==> config.mk <==
export PLATFORM = sky130hd
export DESIGN_NAME = hwloop_ctrl
export DESIGN_NICKNAME = d
export VERILOG_FILES = /design/src/rtl/hwloop_pkg.sv /design/src/rtl/hwloop_cfg_decode.sv /design/src/rtl/hwloop_regset.sv /design/src/rtl/hwloop_arbiter.sv /design/src/rtl/hwloop_ctrl.sv
export SDC_FILE = /design/constraint.sdc
export NUM_CORES = 1
export LEC_CHECK = 0
export ABC_CLOCK_PERIOD_IN_PS = 8890
export BUFFER_PORTS_ARGS = -buffer_cell sky130_fd_sc_hd__buf_4
export CORE_ASPECT_RATIO = 2
export CORE_UTILIZATION = 62
export CTS_BUF_LIST = sky130_fd_sc_hd__clkbuf_16
export CTS_CLUSTER_DIAMETER = 80
export DETAILED_ROUTE_END_ITERATION = 7
export PLACE_DENSITY = 0.83
export SLEW_MARGIN = 20
export SYNTH_ARGS = -nofsm -noshare
export SYNTH_HDL_FRONTEND = slang
export SYNTH_SLANG_ARGS = --single-unit
export TNS_END_PERCENT = 30
==> constraint.sdc <==
create_clock -name clk -period 8.89 [get_ports clk]
set_clock_uncertainty 0.05 [all_clocks]
set_input_delay 0.889 -clock clk [delete_from_list [all_inputs] [get_ports clk]]
set_output_delay 0.889 -clock clk [all_outputs]
set_load 0.01 [all_outputs]
==> src/rtl/hwloop_pkg.sv <==
package hwloop_pkg;

  typedef enum logic [2:0] {
    OP_NONE      = 3'd0,
    OP_START     = 3'd1,
    OP_END       = 3'd2,
    OP_CNT_REG   = 3'd3,
    OP_CNT_IMM   = 3'd4,
    OP_SETUP_REG = 3'd5,
    OP_SETUP_IMM = 3'd6
  } hwl_op_e;

endpackage

==> src/rtl/hwloop_cfg_decode.sv <==
module hwloop_cfg_decode
  import hwloop_pkg::*;
#(
  parameter int ADDR_W      = 32,
  parameter int CNT_W       = 16,
  parameter int NUM_SETS    = 2,
  parameter int INSTR_BYTES = 4,
  localparam int SET_W      = (NUM_SETS > 1) ? $clog2(NUM_SETS) : 1
) (
  input  logic [2:0]          op_i,
  input  logic [SET_W-1:0]    set_i,
  input  logic [ADDR_W-1:0]   pc_i,
  input  logic [ADDR_W-1:0]   imm_a_i,
  input  logic [CNT_W-1:0]    imm_c_i,
  input  logic [CNT_W-1:0]    rs_i,
  output logic [NUM_SETS-1:0] we_start_o,
  output logic [NUM_SETS-1:0] we_end_o,
  output logic [NUM_SETS-1:0] we_cnt_o,
  output logic [ADDR_W-1:0]   start_val_o,
  output logic [ADDR_W-1:0]   end_val_o,
  output logic [CNT_W-1:0]    cnt_val_o
);

  hwl_op_e op;
  logic    is_setup;
  logic    hit_start;
  logic    hit_end;
  logic    hit_cnt;
  logic    cnt_from_reg;

  always_comb begin
    op           = hwl_op_e'(op_i);
    is_setup     = (op == OP_SETUP_REG) || (op == OP_SETUP_IMM);
    hit_start    = (op == OP_START) || is_setup;
    hit_end      = (op == OP_END) || is_setup;
    hit_cnt      = (op == OP_CNT_REG) || (op == OP_CNT_IMM) || is_setup;
    cnt_from_reg = (op == OP_CNT_REG) || (op == OP_SETUP_REG);
    start_val_o  = is_setup ? (pc_i + ADDR_W'(INSTR_BYTES)) : (pc_i + imm_a_i);
    end_val_o    = pc_i + imm_a_i;
    cnt_val_o    = cnt_from_reg ? rs_i : imm_c_i;
  end

  for (genvar g = 0; g < NUM_SETS; g++) begin : g_sel
    logic picked;
    assign picked        = (set_i == SET_W'(g));
    assign we_start_o[g] = picked && hit_start;
    assign we_end_o[g]   = picked && hit_end;
    assign we_cnt_o[g]   = picked && hit_cnt;
  end

endmodule

==> src/rtl/hwloop_regset.sv <==
module hwloop_regset #(
  parameter int ADDR_W = 32,
  parameter int CNT_W  = 16
) (
  input  logic              clk,
  input  logic              rst,
  input  logic              we_start_i,
  input  logic              we_end_i,
  input  logic              we_cnt_i,
  input  logic [ADDR_W-1:0] start_val_i,
  input  logic [ADDR_W-1:0] end_val_i,
  input  logic [CNT_W-1:0]  cnt_val_i,
  input  logic              dec_i,
  output logic [ADDR_W-1:0] start_q,
  output logic [ADDR_W-1:0] end_q,
  output logic [CNT_W-1:0]  cnt_q
);

  always_ff @(posedge clk) begin
    if (rst) begin
      start_q <= '0;
      end_q   <= '0;
      cnt_q   <= '0;
    end else begin
      if (we_start_i) start_q <= start_val_i;
      if (we_end_i)   end_q   <= end_val_i;
      // a fresh count written by the decoder outranks the loop decrement
      if (we_cnt_i)   cnt_q   <= cnt_val_i;
      else if (dec_i) cnt_q   <= cnt_q - CNT_W'(1);
    end
  end

endmodule

==> src/rtl/hwloop_arbiter.sv <==
module hwloop_arbiter #(
  parameter int ADDR_W   = 32,
  parameter int CNT_W    = 16,
  parameter int NUM_SETS = 2
) (
  input  logic                             fetch_valid_i,
  input  logic [ADDR_W-1:0]                fetch_pc_i,
  input  logic [NUM_SETS-1:0][ADDR_W-1:0]  start_i,
  input  logic [NUM_SETS-1:0][ADDR_W-1:0]  end_i,
  input  logic [NUM_SETS-1:0][CNT_W-1:0]   cnt_i,
  output logic [NUM_SETS-1:0]              act_o,
  output logic                             redirect_o,
  output logic [ADDR_W-1:0]                redirect_pc_o
);

  logic [NUM_SETS-1:0] hit;
  logic [NUM_SETS-1:0] last;

  for (genvar g = 0; g < NUM_SETS; g++) begin : g_cmp
    assign hit[g]  = fetch_valid_i && (fetch_pc_i == end_i[g]) && (cnt_i[g] != '0);
    assign last[g] = (cnt_i[g] == CNT_W'(1));
  end

  always_comb begin
    logic taken;
    taken         = 1'b0;
    act_o         = '0;
    redirect_pc_o = '0;
    for (int i = 0; i < NUM_SETS; i++) begin
      if (hit[i] && !taken) begin
        act_o[i] = 1'b1;
        taken    = 1'b1;
        if (!last[i]) redirect_pc_o = start_i[i];
      end
    end
    redirect_o = |(act_o & ~last);
  end

endmodule

==> src/rtl/hwloop_ctrl.sv <==
module hwloop_ctrl #(
  parameter int ADDR_W      = 32,
  parameter int CNT_W       = 16,
  parameter int NUM_SETS    = 2,
  parameter int INSTR_BYTES = 4,
  localparam int SET_W      = (NUM_SETS > 1) ? $clog2(NUM_SETS) : 1
) (
  input  logic              clk,
  input  logic              rst,
  input  logic [2:0]        cfg_op,
  input  logic [SET_W-1:0]  cfg_set,
  input  logic [ADDR_W-1:0] cfg_pc,
  input  logic [ADDR_W-1:0] cfg_imm_a,
  input  logic [CNT_W-1:0]  cfg_imm_c,
  input  logic [CNT_W-1:0]  cfg_rs,
  input  logic              fetch_valid,
  input  logic [ADDR_W-1:0] fetch_pc,
  output logic              redirect_o,
  output logic [ADDR_W-1:0] redirect_pc_o
);

  logic [NUM_SETS-1:0]             we_start;
  logic [NUM_SETS-1:0]             we_end;
  logic [NUM_SETS-1:0]             we_cnt;
  logic [ADDR_W-1:0]               start_val;
  logic [ADDR_W-1:0]               end_val;
  logic [CNT_W-1:0]                cnt_val;
  logic [NUM_SETS-1:0]             act;
  logic [NUM_SETS-1:0][ADDR_W-1:0] start_q;
  logic [NUM_SETS-1:0][ADDR_W-1:0] end_q;
  logic [NUM_SETS-1:0][CNT_W-1:0]  cnt_q;

  hwloop_cfg_decode #(
    .ADDR_W(ADDR_W), .CNT_W(CNT_W), .NUM_SETS(NUM_SETS), .INSTR_BYTES(INSTR_BYTES)
  ) u_dec (
    .op_i(cfg_op), .set_i(cfg_set), .pc_i(cfg_pc), .imm_a_i(cfg_imm_a),
    .imm_c_i(cfg_imm_c), .rs_i(cfg_rs),
    .we_start_o(we_start), .we_end_o(we_end), .we_cnt_o(we_cnt),
    .start_val_o(start_val), .end_val_o(end_val), .cnt_val_o(cnt_val)
  );

  for (genvar g = 0; g < NUM_SETS; g++) begin : g_set
    hwloop_regset #(.ADDR_W(ADDR_W), .CNT_W(CNT_W)) u_set (
      .clk(clk), .rst(rst),
      .we_start_i(we_start[g]), .we_end_i(we_end[g]), .we_cnt_i(we_cnt[g]),
      .start_val_i(start_val), .end_val_i(end_val), .cnt_val_i(cnt_val),
      .dec_i(act[g]),
      .start_q(start_q[g]), .end_q(end_q[g]), .cnt_q(cnt_q[g])
    );
  end

  hwloop_arbiter #(.ADDR_W(ADDR_W), .CNT_W(CNT_W), .NUM_SETS(NUM_SETS)) u_arb (
    .fetch_valid_i(fetch_valid), .fetch_pc_i(fetch_pc),
    .start_i(start_q), .end_i(end_q), .cnt_i(cnt_q),
    .act_o(act), .redirect_o(redirect_o), .redirect_pc_o(redirect_pc_o)
  );

endmodule

==> metrics.json <==
{
  "status": {"value": "finished, final reports clean"},
  "clkLatencyLatePin": {"value": 0.44, "unit": "ns"},
  "grt_first_pass_wirelength": {"value": 54590, "unit": "um"},
  "rows": {"value": 66},
  "fin_tns_setup": {"value": 0, "unit": "ns"},
  "synth.yosys.warnings": {"value": 0},
  "grt.total_usage": {"value": 42.89, "unit": "%"},
  "globalplace.congestion": {"value": 1.034},
  "net_count_after_synthesis": {"value": 1478},
  "tritoncts": {"value": "built"},
  "cp.required": {"value": 7.95, "unit": "ns"},
  "numPlacedInstances": {"value": 1603},
  "synth.yosys.seq_area_share": {"value": 31.45, "unit": "%"},
  "die_area": {"value": 0.01697, "unit": "mm^2"},
  "vdd_drop_max": {"value": 0.1223, "unit": "mV"},
  "cpPeakStageDelay": {"value": 0.89, "unit": "ns"},
  "p_comb_share": {"value": 24.5, "unit": "%"},
  "critical_path.startpoint_type": {"value": "flip-flop"},
  "areaGrowthSynthToFinish": {"value": 18.72, "unit": "%"},
  "synth_seq_cells": {"value": 160},
  "drtIter0Drc": {"value": 696},
  "cts.htree.levels": {"value": 4},
  "number_of_global_route_vias_before_repair": {"value": 10506},
  "worstSetupEndpointType": {"value": "output port"},
  "crit_path_cell_trace": {"value": "nor3_1, nor3b_4, nor4b_4, a2111o_2, nand3_1, a21oi_4, a22o_1, buf_4"},
  "io-pin-count": {"value": 168},
  "cts_resized": {"value": 0},
  "cts_buffers": {"value": 17},
  "netlist_instances": {"value": 1304},
  "non_filler_instance_count_after_layout": {"value": 1636},
  "hold_violation_count_in_the_final_report": {"value": 0},
  "drt_antenna_net_count": {"value": 0},
  "timing_max_transition_violations_final": {"value": 0},
  "cts.clk_slew.worst_paths": {"value": 0.07, "unit": "ns"},
  "power.leakage": {"value": 4.941, "unit": "nW"},
  "clk_path_buf_depth": {"value": 2},
  "switchingPower": {"value": 692.9, "unit": "uW"},
  "final_layout_size_suffix_gt1_share": {"value": 16.21, "unit": "%"},
  "hp-class": {"value": "reg2reg"},
  "timing.max_slew.rel_slack": {"value": 24.67, "unit": "%"},
  "io_buffers": {"value": 167},
  "tightestPinTransition": {"value": 1.130, "unit": "ns"},
  "worstSetupPathType": {"value": "reg2out"},
  "coreArea": {"value": 0.01619, "unit": "mm^2"},
  "cts.repair_timing.setup_buffer_count": {"value": 0},
  "detailroute.via_count": {"value": 10400},
  "number_of_max_capacitance_violations_reported": {"value": 0},
  "drc_violation_count_after_routing": {"value": 0},
  "post_drt_via_cell_ratio": {"value": 6.357},
  "start_util": {"value": 62.92, "unit": "%"},
  "max_freq": {"value": 0.1971, "unit": "GHz"},
  "grt_remaining_overflow": {"value": 0},
  "critPathArrivalTime": {"value": 4.14, "unit": "ns"},
  "die_x": {"value": 92.62, "unit": "um"},
  "powerDensity": {"value": 174.3, "unit": "mW/mm^2"},
  "int_pwr": {"value": 1.415, "unit": "mW"},
  "synthFlopType": {"value": "dfxtp_1"},
  "switching_share": {"value": 32.87, "unit": "%"},
  "synth_enable_flop_cells": {"value": 0},
  "die_y": {"value": 183.2, "unit": "um"},
  "p_seq_share": {"value": 38.4, "unit": "%"},
  "fin_crit_sh": {"value": 57.08, "unit": "%"},
  "final-setup-viol-count": {"value": 0},
  "power_frac_clock": {"value": 37.1, "unit": "%"},
  "path_max_fanout": {"value": 33},
  "wl": {"value": 35760, "unit": "um"},
  "syn-mean-instance-area": {"value": 7.809, "unit": "um^2"},
  "totalPowerFinal": {"value": 2.108, "unit": "mW"},
  "post-dp-hpwl": {"value": 26550, "unit": "um"},
  "rsz_0062_raised_after_global_routing": {"value": "no"},
  "cts_hold_repair.buffers": {"value": 0},
  "postLayoutCellArea": {"value": 0.01209, "unit": "mm^2"},
  "clk_root_buffer_cell": {"value": "clkbuf_16"},
  "synthesis.area": {"value": 0.01018, "unit": "mm^2"},
  "async_flop_share": {"value": 0, "unit": "%"},
  "largest_net_degree_at_the_start_of_global_routing": {"value": 107},
  "nets": {"value": 1592},
  "final_period_minus_worst_setup_slack": {"value": 5.075, "unit": "ns"},
  "ys_types": {"value": 64},
  "post_drt_wl_per_cell": {"value": 21.86, "unit": "um"},
  "grt_antenna_before_repair": {"value": 1},
  "firstDrtPassIters": {"value": 6},
  "postPlaceCellArea": {"value": 0.01146, "unit": "mm^2"},
  "clock-sinks": {"value": 160},
  "slowest_cp_cell": {"value": "a21oi_4"}
}
[stage by stage]
| step | hold slack (ns) | worst slack [ns] | util [%] |
|---|---|---|---|
| global route | 0.4353 | 3.633 | 74.70 |
| global placement | 0.3978 | 4.138 | 70.82 |
| detailed placement | 0.4000 | 4.056 | 70.82 |
| finish | 0.4099 | 3.815 | 74.70 |
| CTS | 0.4095 | 3.888 | 74.68 |
| floorplan | 0.3816 | 5.188 | - |
[worst max-delay path, delay by kind of cell (launching register included)]
family	cells	cell delay (ns)
buffers and inverters	1	0.13
and+or+nand+nor	4	1.72
AOI/OAI and AO/OA	3	1.48
DFF	1	0.35
[flip-flops by register name (all words and copies together), names as in the netlist]
register	cells
g_set.u_set.cnt_q	32
g_set.u_set.end_q	64
g_set.u_set.start_q	64
[power by group through the flow]
stage / logic (mW) / clock network (mW) / registers (mW)
2_1_floorplan: 0.321 / 0 / 0.811
3_3_place_gp: 0.488 / 0 / 0.823
3_5_place_dp: 0.496 / 0 / 0.824
4_1_cts: 0.501 / 0.784 / 0.809
5_1_grt: 0.555 / 0.815 / 0.814
6_report: 0.516 / 0.782 / 0.810
[layer usage]
layer / track usage [%] / vias up / wire length [um]
li1: - / 4839 / -
met1: 36.53 / 4830 / 10860
met2: 75.44 / 510 / 18070
met3: 11.03 / 221 / 2462
met4: 46.22 / 0 / 4368
met5: 0 / - / 0
[Yosys cell counts (2+ instances only)]
cell type | instances | area [um^2]
or4_1 | 2 | 15.01
o21a_1 | 6 | 45.04
a41oi_1 | 2 | 17.52
nor2b_1 | 4 | 25.02
or2_2 | 6 | 37.54
mux2_2 | 5 | 56.30
inv_1 | 17 | 63.81
a21boi_0 | 2 | 15.01
buf_1 | 4 | 15.01
nand4b_1 | 3 | 26.28
clkbuf_1 | 71 | 266.5
nand2_1 | 219 | 822.0
o21ai_0 | 40 | 200.2
nor3b_1 | 3 | 22.52
a21o_1 | 17 | 127.6
a21oi_1 | 126 | 630.6
o211ai_1 | 8 | 60.06
a211oi_1 | 49 | 367.9
a22o_1 | 33 | 289.0
o31ai_1 | 5 | 37.54
and4_1 | 4 | 35.03
a311oi_1 | 3 | 26.28
a31o_2 | 2 | 17.52
o221ai_1 | 6 | 52.55
xor2_1 | 94 | 823.3
ha_1 | 38 | 475.5
dfxtp_1 | 160 | 3203
nand3_1 | 26 | 130.1
nand3b_1 | 23 | 172.7
o22ai_1 | 9 | 56.30
a2111oi_0 | 3 | 26.28
o21bai_1 | 6 | 45.04
nor2_1 | 104 | 390.4
buf_4 | 3 | 22.52
or3_1 | 4 | 25.02
and3_1 | 9 | 56.30
a31oi_1 | 5 | 31.28
and2_1 | 14 | 87.58
nand2b_1 | 13 | 81.33
nand4_1 | 17 | 106.4
nor4_1 | 21 | 131.4
xnor2_1 | 57 | 499.2
nor3_1 | 21 | 105.1
mux2i_1 | 20 | 200.2
[layout by cell type, fill, tap and decap left out, types with 5 or more instances in the layout]
cell type and instances:
nand3_1 26, buf_4 174, a211oi_1 49, xnor2_1 57
nor3_1 21, or2_2 6, o31ai_1 5, o211ai_1 8
nand2_1 219, o21a_1 6, mux2i_1 20, ha_1 38
a21oi_1 125, nor4_1 21, o21ai_0 39, and2_1 13
a22o_1 33, nand2b_1 13, nand4_1 17, a31oi_1 5
nand3b_1 23, xor2_1 94, inv_6 5, o221ai_1 6
nor2_1 103, o22ai_1 9, dfxtp_1 160, inv_1 17
mux2_2 5, and3_1 9, a21o_1 17, o21bai_1 6
clkbuf_16 17
[worst paths after layout]
check | startpoint | to | slack [ns] | depth (start not counted)
min reg2reg | g_set[0].u_set.start_q[10] | g_set[0].u_set.start_q[10] | 0.41 | 2
max reg2reg | g_set[0].u_set.cnt_q[2] | g_set[1].u_set.cnt_q[14] | 5.72 | 8
max | g_set[0].u_set.cnt_q[2] | redirect_pc_o[1] | 3.82 | 8
min | g_set[0].u_set.start_q[10] | g_set[0].u_set.start_q[10] | 0.41 | 2
[cell type report]
cell class,count,area (um^2)
timing repair buffer,174,1306
clock inverter,15,200.2
clock buffer,17,425.4
inverter,17,63.81
fill,1295,4095
sequential,160,3203
multi-input combinational,1048,6634
antenna,1,2.502
tap,204,255.2
[logic make-up (layout without fill, tap and decap cells)]
logic type | Yosys count | in the layout | share of synthesized area [%]
flip-flops | 160 | 160 | 31.45
adder cells (fa/ha/maj) | 39 | 39 | 4.866
multiplexers | 25 | 25 | 2.519
AO/OA/AOI/OAI | 333 | 333 | 21.19
XOR/XNOR | 151 | 151 | 12.99
other | 0 | 1 | 0
buffers and inverters | 96 | 223 | 3.661
AND/OR/NAND/NOR | 500 | 500 | 23.32
No activity file was read; power rests on OpenSTA's default activity.
